### config.mk
export PLATFORM = sky130hd
export DESIGN_NAME = mbox_ctrl
export DESIGN_NICKNAME = d
export VERILOG_FILES = /design/src/rtl/mbox_pkg.sv /design/src/rtl/mbox_fifo.sv /design/src/rtl/mbox_user_irq.sv /design/src/rtl/mbox_ctrl.sv
export SDC_FILE = /design/constraint.sdc
export NUM_CORES = 1
export LEC_CHECK = 0
export BUFFER_PORTS_ARGS = -buffer_cell sky130_fd_sc_hd__buf_2
export CAP_MARGIN = 25
export CORE_UTILIZATION = 50
export CTS_CLUSTER_SIZE = 28
export DETAILED_ROUTE_END_ITERATION = 6
export GPL_ROUTABILITY_DRIVEN = 1
export PLACE_DENSITY = 0.75
export SLEW_MARGIN = 20
export SYNTH_ARGS = -nofsm -noshare
export SYNTH_HDL_FRONTEND = slang
export SYNTH_SLANG_ARGS = --single-unit
### constraint.sdc
create_clock -name clk -period 5.7 [get_ports clk]
set_input_delay 0.57 -clock clk [delete_from_list [all_inputs] [get_ports clk]]
set_output_delay 0.57 -clock clk [all_outputs]
set_load 0.02 [all_outputs]
### src/rtl/mbox_pkg.sv
package mbox_pkg;

    localparam int unsigned WORD_W  = 32;
    localparam int unsigned ADDR_W  = 12;
    localparam int unsigned MAX_Q   = 16;
    localparam int unsigned MAX_U   = 16;
    localparam int unsigned IDX_W   = 5;

    localparam logic [ADDR_W-1:0] OFS_REV  = 12'h000;
    localparam logic [ADDR_W-1:0] OFS_MSG  = 12'h040;
    localparam logic [ADDR_W-1:0] OFS_FULL = 12'h080;
    localparam logic [ADDR_W-1:0] OFS_CNT  = 12'h0C0;
    localparam logic [ADDR_W-1:0] OFS_IRQ  = 12'h100;

    typedef enum logic {
        LAYOUT_RMW    = 1'b0,
        LAYOUT_SETCLR = 1'b1
    } irq_layout_e;

    typedef enum logic [3:0] {
        ACC_NONE,
        ACC_REV,
        ACC_MSG,
        ACC_FULL,
        ACC_CNT,
        ACC_STAT,
        ACC_EN,
        ACC_ENSET,
        ACC_ENCLR
    } acc_kind_e;

    typedef struct packed {
        acc_kind_e        kind;
        logic [IDX_W-1:0] idx;
    } acc_t;

    // Map an offset to the register kind and the queue or user index.
    function automatic acc_t decode_addr(input logic [ADDR_W-1:0] a,
                                         input int unsigned nq,
                                         input int unsigned nu,
                                         input irq_layout_e lay);
        acc_t r;
        r.kind = ACC_NONE;
        r.idx  = '0;
        if (a == OFS_REV) r.kind = ACC_REV;
        for (int m = 0; m < MAX_Q; m++) begin
            if (m < int'(nq)) begin
                if (a == OFS_MSG + 12'(4*m))  begin r.kind = ACC_MSG;  r.idx = IDX_W'(m); end
                if (a == OFS_FULL + 12'(4*m)) begin r.kind = ACC_FULL; r.idx = IDX_W'(m); end
                if (a == OFS_CNT + 12'(4*m))  begin r.kind = ACC_CNT;  r.idx = IDX_W'(m); end
            end
        end
        for (int u = 0; u < MAX_U; u++) begin
            if (u < int'(nu)) begin
                if (lay == LAYOUT_RMW) begin
                    if (a == OFS_IRQ + 12'(8*u))     begin r.kind = ACC_STAT;  r.idx = IDX_W'(u); end
                    if (a == OFS_IRQ + 12'(8*u+4))   begin r.kind = ACC_EN;    r.idx = IDX_W'(u); end
                end else begin
                    if (a == OFS_IRQ + 12'(16*u+4))  begin r.kind = ACC_STAT;  r.idx = IDX_W'(u); end
                    if (a == OFS_IRQ + 12'(16*u+8))  begin r.kind = ACC_ENSET; r.idx = IDX_W'(u); end
                    if (a == OFS_IRQ + 12'(16*u+12)) begin r.kind = ACC_ENCLR; r.idx = IDX_W'(u); end
                end
            end
        end
        return r;
    endfunction

endpackage

### src/rtl/mbox_fifo.sv
module mbox_fifo #(
    parameter int unsigned DEPTH = 4,
    parameter int unsigned W     = 32,
    localparam int unsigned PW   = (DEPTH > 1) ? $clog2(DEPTH) : 1,
    localparam int unsigned CW   = $clog2(DEPTH + 1)
) (
    input  logic          clk,
    input  logic          rst,
    input  logic          push,
    input  logic          pop,
    input  logic [W-1:0]  din,
    output logic [W-1:0]  head,
    output logic [CW-1:0] count,
    output logic          full,
    output logic          empty
);
    logic [W-1:0]  mem [DEPTH];
    logic [PW-1:0] wp, rp;
    logic          do_push, do_pop;

    function automatic logic [PW-1:0] step(input logic [PW-1:0] p);
        return (p == PW'(DEPTH - 1)) ? '0 : p + 1'b1;
    endfunction

    assign full    = (count == CW'(DEPTH));
    assign empty   = (count == '0);
    assign do_push = push && !full;
    assign do_pop  = pop && !empty;
    assign head    = mem[rp];

    always_ff @(posedge clk) begin
        if (do_push) mem[wp] <= din;
    end

    always_ff @(posedge clk) begin
        if (rst) begin
            wp    <= '0;
            rp    <= '0;
            count <= '0;
        end else begin
            if (do_push) wp <= step(wp);
            if (do_pop)  rp <= step(rp);
            case ({do_push, do_pop})
                2'b10:   count <= count + 1'b1;
                2'b01:   count <= count - 1'b1;
                default: ;
            endcase
        end
    end
endmodule

### src/rtl/mbox_user_irq.sv
module mbox_user_irq #(
    parameter int unsigned EVW = 16
) (
    input  logic           clk,
    input  logic           rst,
    input  logic [EVW-1:0] evt,
    input  logic [EVW-1:0] ack,
    input  logic           en_load,
    input  logic [EVW-1:0] en_val,
    input  logic [EVW-1:0] en_set,
    input  logic [EVW-1:0] en_clr,
    output logic [EVW-1:0] status,
    output logic [EVW-1:0] enable,
    output logic           irq
);
    always_ff @(posedge clk) begin
        if (rst) begin
            status <= '0;
            enable <= '0;
        end else begin
            status <= (status & ~ack) | evt;
            if (en_load) enable <= en_val;
            else         enable <= (enable | en_set) & ~en_clr;
        end
    end

    assign irq = |(status & enable);
endmodule

### src/rtl/mbox_ctrl.sv
module mbox_ctrl
    import mbox_pkg::*;
#(
    parameter int unsigned NUM_QUEUES  = 8,
    parameter int unsigned NUM_USERS   = 4,
    parameter int unsigned QUEUE_DEPTH = 4,
    parameter irq_layout_e LAYOUT      = LAYOUT_RMW,
    parameter logic [31:0] REV_ID      = 32'h0000_0102
) (
    input  logic                 clk,
    input  logic                 rst,
    input  logic                 bus_req,
    input  logic                 bus_we,
    input  logic [11:0]          bus_addr,
    input  logic [31:0]          bus_wdata,
    output logic [31:0]          bus_rdata,
    output logic [NUM_USERS-1:0] irq
);
    localparam int unsigned EVW = 2 * NUM_QUEUES;
    localparam int unsigned CW  = $clog2(QUEUE_DEPTH + 1);

    acc_t acc;
    logic wr, rd;
    logic [31:0] rd_val;

    assign acc = decode_addr(bus_addr, NUM_QUEUES, NUM_USERS, LAYOUT);
    assign wr  = bus_req && bus_we;
    assign rd  = bus_req && !bus_we;

    logic [NUM_QUEUES-1:0]           q_push, q_pop, q_full, q_empty;
    logic [NUM_QUEUES-1:0][31:0]     q_head;
    logic [NUM_QUEUES-1:0][CW-1:0]   q_cnt;
    logic [EVW-1:0]                  evt;
    logic [NUM_USERS-1:0][EVW-1:0]   st, en;

    for (genvar g = 0; g < NUM_QUEUES; g++) begin : g_queue
        logic hit;
        assign hit       = (acc.kind == ACC_MSG) && (acc.idx == IDX_W'(g));
        assign q_push[g] = wr && hit && !q_full[g];
        assign q_pop[g]  = rd && hit && !q_empty[g];
        assign evt[2*g]   = q_push[g];
        assign evt[2*g+1] = q_pop[g] && q_full[g];

        mbox_fifo #(.DEPTH(QUEUE_DEPTH), .W(32)) u_fifo (
            .clk   (clk),
            .rst   (rst),
            .push  (q_push[g]),
            .pop   (q_pop[g]),
            .din   (bus_wdata),
            .head  (q_head[g]),
            .count (q_cnt[g]),
            .full  (q_full[g]),
            .empty (q_empty[g])
        );
    end

    for (genvar u = 0; u < NUM_USERS; u++) begin : g_user
        logic hit;
        assign hit = (acc.idx == IDX_W'(u));

        mbox_user_irq #(.EVW(EVW)) u_irq (
            .clk     (clk),
            .rst     (rst),
            .evt     (evt),
            .ack     ((wr && hit && acc.kind == ACC_STAT)  ? bus_wdata[EVW-1:0] : '0),
            .en_load (wr && hit && acc.kind == ACC_EN),
            .en_val  (bus_wdata[EVW-1:0]),
            .en_set  ((wr && hit && acc.kind == ACC_ENSET) ? bus_wdata[EVW-1:0] : '0),
            .en_clr  ((wr && hit && acc.kind == ACC_ENCLR) ? bus_wdata[EVW-1:0] : '0),
            .status  (st[u]),
            .enable  (en[u]),
            .irq     (irq[u])
        );
    end

    always_comb begin
        rd_val = '0;
        if (acc.kind == ACC_REV) rd_val = REV_ID;
        for (int m = 0; m < NUM_QUEUES; m++) begin
            if (acc.idx == IDX_W'(m)) begin
                case (acc.kind)
                    ACC_MSG:  rd_val = q_empty[m] ? '0 : q_head[m];
                    ACC_FULL: rd_val = {31'b0, q_full[m]};
                    ACC_CNT:  rd_val = 32'(q_cnt[m]);
                    default:  ;
                endcase
            end
        end
        for (int u = 0; u < NUM_USERS; u++) begin
            if (acc.idx == IDX_W'(u)) begin
                case (acc.kind)
                    ACC_STAT:                   rd_val = 32'(st[u]);
                    ACC_EN, ACC_ENSET, ACC_ENCLR: rd_val = 32'(en[u]);
                    default:                    ;
                endcase
            end
        end
    end

    always_ff @(posedge clk) begin
        if (rst)     bus_rdata <= '0;
        else if (rd) bus_rdata <= rd_val;
    end
endmodule

Word-level counts from Yosys, hierarchy flattened
Memories as Yosys holds them, arrays and structs flattened. A register that Yosys moved wholly into a read port is not among the register bits. Index checks and enable logic that the tools add are counted.

Flip-flop bits (word level): 216. Memory bits (writable): 1024. Bits of input ports: 48. Output and inout port bits: 36. Word-level logic and storage cells: 452. Memories kept: 8.

Memories: g_queue[0].u_fifo.mem (words 4, bits a word 32, rd ports 1, clocked after memory_dff 1, write ports 1, RTL line mbox_fifo.sv:17) `logic [W-1:0] mem [DEPTH];`; g_queue[1].u_fifo.mem (words 4, bits a word 32, rd ports 1, clocked after memory_dff 1, write ports 1, RTL line mbox_fifo.sv:17); g_queue[2].u_fifo.mem (words 4, bits a word 32, rd ports 1, clocked after memory_dff 1, write ports 1, RTL line mbox_fifo.sv:17); g_queue[3].u_fifo.mem (words 4, bits a word 32, rd ports 1, clocked after memory_dff 1, write ports 1, RTL line mbox_fifo.sv:17); g_queue[4].u_fifo.mem (words 4, bits a word 32, rd ports 1, clocked after memory_dff 1, write ports 1, RTL line mbox_fifo.sv:17); g_queue[5].u_fifo.mem (words 4, bits a word 32, rd ports 1, clocked after memory_dff 1, write ports 1, RTL line mbox_fifo.sv:17); 2 more memories.

$add $sub $neg: 32. Equality and inequality tests: 87. Muxes and demuxes: 138. Bitwise logic cells: 28. Reductions and logical operators: 126.

Operators with widths (number): 32-bit one-hot mux with 3 select lines (8); 32-bit two-way mux (20); 9-bit two-way mux (33); 16-bit two-way mux (16); 32-bit one-hot mux with 2 select lines (4); 16-bit bitwise AND (12); 12-bit by 8-bit equality test with 1-bit output (second input constant) (16); 16-bit NOT (8); 16-bit OR (8); 12-bit by 7-bit equality test with 1-bit output (second input constant) (8); 12-bit by 9-bit equality test with 1-bit output (second input constant) (8); 1-bit logical AND (86); 2-bit two-way mux (32); 16-bit OR reduction (4); 2-bit equality test (second input constant) (24); 3-bit one-hot mux with 2 select lines (8); 2-bit by 1-bit adder with 2-bit output (second input constant) (16); 3-bit by 1-bit adder with 3-bit output (second input constant) (8); 3-bit equality test (second input constant) (8); 3-bit zero test (8); 3-bit by 1-bit subtractor with 3-bit output (second input constant) (8); 5-bit by 3-bit equality test with 1-bit output (second input constant) (4); 1-bit zero test (17); 1-bit two-way mux (17); 11 further kinds (30).

Logic depth before layout (Yosys ltp)
Gate-level depths: netlist (run 1).

Depth after elaboration: 60. Gate-level depth with buffers: 14. Mapped depth without buffers: 11.

Hierarchy
A second synthesis (run 1) with hierarchy kept.

Cells, all modules: 3166. Area, all modules: 51175.3 um2.

Modules (own cells, without submodules): mbox_fifo (times used 8, cells an instance 221, area an instance 5102.4 um2, sequential area each 4023.9 um2); mbox_ctrl (times used 1, cells an instance 762, area an instance 5331.4 um2, sequential area each 640.6 um2); mbox_user_irq (times used 4, cells an instance 159, area an instance 1256.2 um2, sequential area each 640.6 um2).

Least setup slack after synthesis (run 1)
Ideal clock, no wire load.

Path kind: input to register. Start: in bus_addr[9]. End: mem g_queue[7].u_fifo.mem[0][0], enable pin. Setup time: 0.421 ns. Arrival: 3.362 ns. Data required time: 5.279 ns. Setup slack: 1.917 ns. Cell stages on the path: 6. Path buffers: 2. Cells stage by stage: or4_1 > buf_6 > nor3_2 > nand3_1 > clkbuf_1 > nor2_1.

Longest elaborated chain between the ends: 41. Elaborated cells between the ends (all ways): 74. Those cells by class: 34 x eq/ne; 35 x mux; 5 x reduce/logical.

Ends and longest elaborated chain: start, declared (RTL line mbox_ctrl.sv:14) `input logic [11:0] bus_addr,`; 12-bit zero test (RTL line mbox_pkg.sv:45) `if (a == OFS_REV) r.kind = ACC_REV;`; 1-bit two-way mux (RTL line mbox_pkg.sv:45); 9-bit two-way mux (RTL line mbox_pkg.sv:48) `if (a == OFS_MSG + 12'(4*m)) begin r.kind = ACC_MSG; r.idx = IDX_W'(m); end`; 9-bit two-way mux (RTL line mbox_pkg.sv:49) `if (a == OFS_FULL + 12'(4*m)) begin r.kind = ACC_FULL; r.idx = IDX_W'(m); end`; 9-bit two-way mux (RTL line mbox_pkg.sv:50) `if (a == OFS_CNT + 12'(4*m)) begin r.kind = ACC_CNT; r.idx = IDX_W'(m); end`; 9-bit two-way mux (RTL line mbox_pkg.sv:48); 9-bit two-way mux (RTL line mbox_pkg.sv:49); 9-bit two-way mux (RTL line mbox_pkg.sv:50); [24 not listed]; 9-bit two-way mux (RTL line mbox_pkg.sv:56) `if (a == OFS_IRQ + 12'(8*u)) begin r.kind = ACC_STAT; r.idx = IDX_W'(u); end`; 9-bit two-way mux (*) (RTL line mbox_pkg.sv:57) `if (a == OFS_IRQ + 12'(8*u+4)) begin r.kind = ACC_EN; r.idx = IDX_W'(u); end`; 4-bit by 2-bit equality test with 1-bit output (RTL line mbox_ctrl.sv:38) `assign hit = (acc.kind == ACC_MSG) && (acc.idx == IDX_W'(g));`; 1-bit logical AND (*) (RTL line mbox_ctrl.sv:38); 1-bit logical AND (*) (2 in series) (RTL line mbox_ctrl.sv:39) `assign q_push[g] = wr && hit && !q_full[g];`; 1-bit logical AND (*) (RTL line mbox_fifo.sv:27) `assign do_push = push && !full;`; 1-bit two-way mux (*) (RTL line mbox_fifo.sv:32) `if (do_push) mem[wp] <= din;`; 1-bit two-way mux (not written as such) (*) (RTL line mbox_fifo.sv:32); end, declared (RTL line mbox_fifo.sv:17).

Every way passes the cells marked *; elsewhere a longest branch is shown, timed or not.

Final worst setup path (run 1)
Start: in bus_addr[8]. End: reg g_queue[6].u_fifo.count[2].

Longest elaborated chain between the ends: 41. Elaborated cells between the ends (all ways): 79. Those cells by class: 36 x eq/ne; 34 x mux; 9 x reduce/logical.

Ends and longest elaborated chain: 12-bit zero test (RTL line mbox_pkg.sv:45); 1-bit two-way mux (RTL line mbox_pkg.sv:45); 9-bit two-way mux (RTL line mbox_pkg.sv:48); 9-bit two-way mux (RTL line mbox_pkg.sv:49); 9-bit two-way mux (RTL line mbox_pkg.sv:50); 9-bit two-way mux (RTL line mbox_pkg.sv:48); 9-bit two-way mux (RTL line mbox_pkg.sv:49); 9-bit two-way mux (RTL line mbox_pkg.sv:50); [24 not listed]; 9-bit two-way mux (RTL line mbox_pkg.sv:56); 9-bit two-way mux (*) (RTL line mbox_pkg.sv:57); 4-bit by 2-bit equality test with 1-bit output (RTL line mbox_ctrl.sv:38); 1-bit logical AND (*) (RTL line mbox_ctrl.sv:38); 1-bit logical AND (on tied branches) (2 in series) (RTL line mbox_ctrl.sv:40, mbox_ctrl.sv:39); 1-bit logical AND (on tied branches) (RTL line mbox_fifo.sv:28, mbox_fifo.sv:27); 2-bit by 1-bit equality test with 1-bit output or 2-bit equality test (tied branches) (RTL line mbox_fifo.sv:43) `case ({do_push, do_pop})`; 3-bit one-hot mux with 2 select lines or 2-bit nonzero test (tied branches); end signal, assigned (RTL line mbox_fifo.sv:44) `2'b10: count <= count + 1'b1;`; end signal, assigned (RTL line mbox_fifo.sv:45) `2'b01: count <= count - 1'b1;`; end, declared (RTL line mbox_fifo.sv:13) `output logic [CW-1:0] count,`.

Marks and branches as above. A chain may end at the register's enable or synchronous reset.

==> flow_summary.yaml, run 1 <==
run_status:
  outcome: "finished, final reports clean"
yosys:
  synth_top_area_share_pct: 61.32
  syn_area_per_cell_um2: 16.57
  synth-edff-count: 1024
  synth-simple-area-share_pct: 6.208
  ys_seq_area_share_pct: 70.58
  synth_cell_types: 79
  synth-main-ff-cell: "edfxtp_1"
  synth_xor_area_share_pct: 0.2794
  netlist_instances: 3027
  yosys-mux-area-fraction_pct: 12.48
  synth_most_common_cell: "edfxtp_1"
  synthTopCellsByCount: "1024 x edfxtp_1, 272 x nand2_1, 256 x mux4_2"
  synth-seq-cells: 1256
  synthAdderAreaFrac_pct: 1.517
  synthArstFlopShare_pct: 0
  synth_top_area_cell: "edfxtp_1"
  synth_top_family_by_area: "multiplexers"
  syn-num-nets: 3131
  syn_area_mm2: 0.05015
  synthTopCellsByArea: "edfxtp_1 61%, mux4_2 11%, dfxtp_1 9.3%"
  synth_compound_area_share_pct: 6.914
  synth-warning-count: 0
route:
  avgViaCountPerCell: 6.432
  drt_pass1_iterations: 7
  drc: 0
  ant_nets: 0
  wire_per_inst_um: 29.70
  vias: 28940
  wirelength_mm: 133.6
  first_iter_violations: 4320
power_and_ir_drop:
  pwr-share-comb_pct: 1.7
  power_density_mw_per_mm2: 331.5
  power.share.switching_pct: 20.28
  finalPower_mw: 18.61
  vdd_drop_max_mv: 0.3256
  p_leak_nw: 17.37
  clkPwrFrac_pct: 45.0
  power.internal_mw: 14.84
  seqPwrFrac_pct: 53.3
  switching_power_mw: 3.775
clock_tree:
  post_cts_resize_count: 0
  cts_buffers: 117
  ctsRootBufferMaster: "clkbuf_16"
  htreeDepth: 3
  hold_buffers: 0
  clk_pin_slew_worst_paths_ns: 0.08
  cts_tree: "done"
  clockBufferDepth: 3
  cts_setup_buffers: 0
  clock_latency_ns: 0.72
  cts_sinks: 1256
critical_path:
  arrival_ns: 4.22
  critPathMaxStageDelay_ns: 0.83
  crit_chain: "buf_2 > or4_1 > nor3_4 > nand3_4 > nor3_4 > inv_1 > ha_1 > inv_1 > fa_1 > xor2_1 > or3_1 > a21oi_1"
  slowest_stage: "or4_1"
  setup.worst_path.end_class: "flop"
  critPathLaunchType: "input pin"
  crit_fanout: 10
  crit_type: "in -> reg"
  crit_required_ns: 6.33
timing:
  worst_pin_slew_ns: 1.141
  fin_tns_setup_ns: 0
  rsz0062_at_grt: "false"
  final_hold_viol_count: 0
  skew_ns: 0.04303
  worst_slew_margin_rel_pct: 23.94
  fmax_ghz: 0.2783
  fin_crit_sh_pct: 63.05
  drv_slew: 0
  fin_crit_ns: 3.594
  finalSetupViolCount: 0
global_route:
  grtUsageMet2_pct: 39.46
  grt_pass1_vias: 27920
  grt_antenna_before_repair: 4
  grtUsageTotal_pct: 26.27
  grt_max_degree: 170
  top_usage_layer: "met2"
  use_met1_pct: 37.25
  grt-ovfl-total: 0
  use_met3_pct: 5.730
  grt_pass1_wl_mm: 193.8
layout:
  areaGrowthSynthToFinish_pct: 11.94
  fin_nets: 3213
  drive_gt1_share_pct: 21.16
  diodes: 0
floorplanning:
  die_area_mm2: 0.1016
  die_w_um: 318.7
  die_h_um: 318.7
  num_rows: 115
  start_util_pct: 50.73
  core_region_area_mm2: 0.09885
  ios: 84
placement:
  dpl.hpwl_mm: 83.57
  io_buffers: 83
  routabilityCongestion: 0.9906
run:
  drv_cap: 0
worst_hold_path:
  hold_path.class: "in -> reg"
[flip-flops by register name, indices dropped and copies added, names as in the netlist, named ones only]
name / cells
g_queue.u_fifo.mem: 1024
g_user.u_irq.enable: 64
g_user.u_irq.status: 64
bus_rdata: 32
g_queue.u_fifo.count: 24
g_queue.u_fifo.rp: 16
g_queue.u_fifo.wp: 16
[cells in the final DEF, fill, tap and decap left out, types with 22 or more instances in the layout]
cell type  instances
a21oi_1          198
a221oi_1          45
a22o_1            51
a22oi_1           77
and2_2            25
buf_2             84
buf_4             52
clkbuf_1          22
clkbuf_16        118
clkinv_2          25
dfxtp_1          218
edfxtp_1        1024
ha_1              48
inv_1             58
mux2i_1           38
mux4_2           256
nand2_1          272
nand3_1           28
nor2_1           147
nor3_1            27
o21ai_0           57
[kinds of logic after synthesis]
family | after synthesis
xor+xnor | 16
compound gates | 528
mux | 304
buf+inv | 236
simple gates | 631
flops | 1256
fa+ha+maj | 56
[final timing paths]
| kind | from | endpoint | slack (ns) | cells past startpoint |
|---|---|---|---|---|
| setup / recovery | bus_addr[8] | g_queue[6].u_fifo.count[2]$_SDFFE_PP0P_ | 2.11 | 12 |
| setup reg to reg | flop | bus_rdata[1]$_SDFFE_PP0P_ | 2.33 | 7 |
| hold reg to reg | g_user[1].u_irq.enable[14]$_SDFF_PP0_ | g_user[1].u_irq.enable[14]$_SDFF_PP0_ | 0.47 | 2 |
| hold / removal | rst | g_queue[5].u_fifo.count[0]$_SDFFE_PP0P_ | 0.23 | 2 |
[routing by layer]
layer | part of all wire, % | wire [um] | vias up
li1 | - | - | 12120
met1 | 39 | 52190 | 14740
met2 | 46 | 60980 | 1790
met3 | 11 | 14260 | 286
met4 | 4.6 | 6167 | 4
met5 | 0.022 | 29 | -
[power by group through the flow]
stage / combinational, mW / clock [mW] / sequential (mW)
after floorplan: 0.0924 / 0 / 10.1
after global placement: 0.304 / 0 / 10.1
after detailed placement: 0.312 / 0 / 10.1
after CTS: 0.313 / 8.42 / 9.91
after global routing: 0.330 / 8.76 / 9.91
final: 0.319 / 8.38 / 9.91
[metrics by stage]
stage               worst slack [ns]  cell area (um^2)  hold slack (ns)  std cells  util [%]
global placement               1.430             51920           0.4527       4272     52.53
finish                         2.106             56140           0.2267       4500     56.79
detailed placement             1.476             51950           0.4616       4276     52.55
floorplan                      1.917             50150           0.4413       3027         -
global route                   1.921             56140           0.2183       4500     56.79
CTS                            2.213             56120           0.1960       4499     56.77
[worst max-delay path, delay by kind of cell]
| kind | cells | cell delay [ns] |
|---|---|---|
| buf+inv | 3 | 0.46 |
| xor+xnor | 1 | 0.08 |
| fa+ha+maj | 2 | 0.44 |
| compound gates | 1 | 0.14 |
| simple gates | 5 | 2.52 |
[area by class of cell]
type	count	area [um^2]
Fill cell	7283	42710
Sequential cell	1256	35410
Multi-Input combinational cell	1535	13850
Clock buffer	148	3146
Tap cell	1287	1610
Clock inverter	75	1025
Timing Repair Buffer	140	868.3
Inverter	59	221.5
Power figures use the tool's default switching activity.
==> run 2, diff against run 1 <==
==> constraint.sdc (replaced) <==
create_clock -name clk -period 3.4 [get_ports clk]
set_input_delay 0.34 -clock clk [delete_from_list [all_inputs] [get_ports clk]]
set_output_delay 0.34 -clock clk [all_outputs]
set_load 0.02 [all_outputs]
==> flow_summary.yaml, run 2 (synthesized netlist as in run 1, its figures left out) <==
run_status:
  outcome: "finished, final reports clean"
timing:
  worst_pin_slew_ns: 1.099
  worst_slew_margin_rel_pct: 26.20
  final_hold_viol_count: 0
  rsz0062_at_grt: "false"
  finalSetupViolCount: 0
  drv_slew: 0
  skew_ns: 0.06718
  fin_tns_setup_ns: 0
  fin_crit_sh_pct: 88.01
  fin_crit_ns: 2.992
  whs_ns: 0.06008
  fmax_ghz: 0.3342
worst_hold_path:
  hold_path.class: "in -> reg"
layout:
  fin_nets: 3319
  largest-register: "g_queue.u_fifo.mem"
  drive_gt1_share_pct: 23.48
  area.sequential_mm2: 0.03541
  areaGrowthSynthToFinish_pct: 14.25
  largestRegisters: "g_queue.u_fifo.mem: 1024 flops, g_user.u_irq.enable: 64 flops, g_user.u_irq.status: 64 flops"
  multi_input_area_mm2: 0.01385
  fillerInstances: 7124
  largest_register_ffs: 1024
  final_common_cell: "edfxtp_1"
  diodes: 0
  final_cell_mix: "1024 x edfxtp_1, 272 x nand2_1, 256 x mux4_2"
route:
  first_iter_violations: 4581
  wirelength_mm: 137.9
  drt_pass1_iterations: 5
  avgViaCountPerCell: 6.452
  vias: 29710
  ant_nets: 0
  drc: 0
  wire_per_inst_um: 29.95
global_route:
  grt_antenna_before_repair: 3
  grt-ovfl-total: 0
  grtUsageTotal_pct: 27.27
  grt_pass1_wl_mm: 201.5
  grt_max_degree: 92
  grt_pass1_vias: 29170
floorplanning:
  ios: 84
  num_rows: 115
  die_w_um: 318.7
  start_util_pct: 50.73
  core_region_area_mm2: 0.09885
  die_h_um: 318.7
  die_area_mm2: 0.1016
clock_tree:
  cts_tree: "done"
  post_cts_resize_count: 0
  cts_setup_buffers: 0
  ctsRootBufferMaster: "clkbuf_16"
  cts_buffers: 117
  clk_pin_slew_worst_paths_ns: 0.07
  clockBufferDepth: 3
  hold_buffers: 0
  clock_latency_ns: 0.72
  htreeDepth: 3
  cts_sinks: 1256
placement:
  routabilityCongestion: 0.9824
  dpl.hpwl_mm: 85.25
  io_buffers: 83
power_and_ir_drop:
  power_density_mw_per_mm2: 534.7
  p_leak_nw: 17.91
  vdd_drop_max_mv: 0.4495
  finalPower_mw: 30.63
critical_path:
  critPathLaunchType: "flop"
  crit_type: "reg -> reg"
  crit_required_ns: 3.95
  setup.worst_path.end_class: "flop"
  crit_fanout: 27
  arrival_ns: 3.54
run:
  drv_cap: 0
==> run 2: changes by cell type in the layout (fill, tap and decap cells not counted), moves of 2 or more <==
cell | before | now
buf_12 | 1 | 44
buf_2 | 84 | 82
buf_4 | 52 | 119
bufinv_16 | 21 | 12
clkbuf_1 | 22 | 31
clkbuf_8 | 8 | 12
clkinv_1 | 15 | 11
clkinv_2 | 25 | 15
clkinv_8 | 4 | 1
clkinvlp_4 | 3 | 11
inv_6 | 1 | 3
==> run 2: cell type report <==
class                      instances  area share (%)
clock buffer                     162           5.689
clock inverter                    60           1.293
inverter                          59          0.3865
multi-input combinational       1535           24.18
sequential                      1256           61.81
tap                             1287           2.811
timing repair buffer             246           3.833
==> run 2: worst paths after layout <==
path / start / endpoint / slack [ns] / depth (start not counted)
worst min register to register: g_user[2].u_irq.enable[4]$_SDFF_PP0_ / g_user[2].u_irq.enable[4]$_SDFF_PP0_ / 0.47 / 2
worst max-delay path: g_queue[3].u_fifo.count[0]$_SDFFE_PP0P_ / bus_rdata[14]$_SDFFE_PP0P_ / 0.41 / 8
worst max register to register: g_queue[3].u_fifo.count[0]$_SDFFE_PP0P_ / bus_rdata[14]$_SDFFE_PP0P_ / 0.41 / 8
worst min-delay path: rst / g_queue[4].u_fifo.wp[0]$_SDFFE_PP0P_ / 0.06 / 2
==> run 2: critical path, cell delays in order, from the launching register on <==
cell and delay (ns):
dfxtp_1 0.36, or3_1 0.47, and4b_1 0.28, and2_1 0.24
buf_12 0.19, a22oi_1 0.41, o211ai_1 0.18, nor4_1 0.59
a211oi_1 0.15
==> run 2: power by group <==
group          switching [mW]  leakage [nW]  total (mW)  internal (mW)
clock network            5.81          1.92        13.5           7.67
logic                   0.447          4.92       0.531         0.0833
registers              0.0120          11.1        16.6           16.6
==> run 2: metrics by stage <==
stage	utilization (%)	setup WS (ns)	area (um^2)	instances
after detailed placement	53.91	0.06832	53290	4383
after CTS	57.96	0.4504	57290	4605
final	57.96	0.4077	57290	4605
after global placement	53.91	0.1940	53290	4383
after floorplan	-	-0.1533	50160	3027
after global routing	57.96	0.3986	57290	4605
==> run 2: per-layer routing <==
layer	wire (um)	global-route usage (%)	vias to the layer above
met3	15340	5.234	291
met1	51120	37.37	15160
met2	65450	43.17	1931
li1	-	-	12320
met5	9	0	-
met4	6018	10.96	2
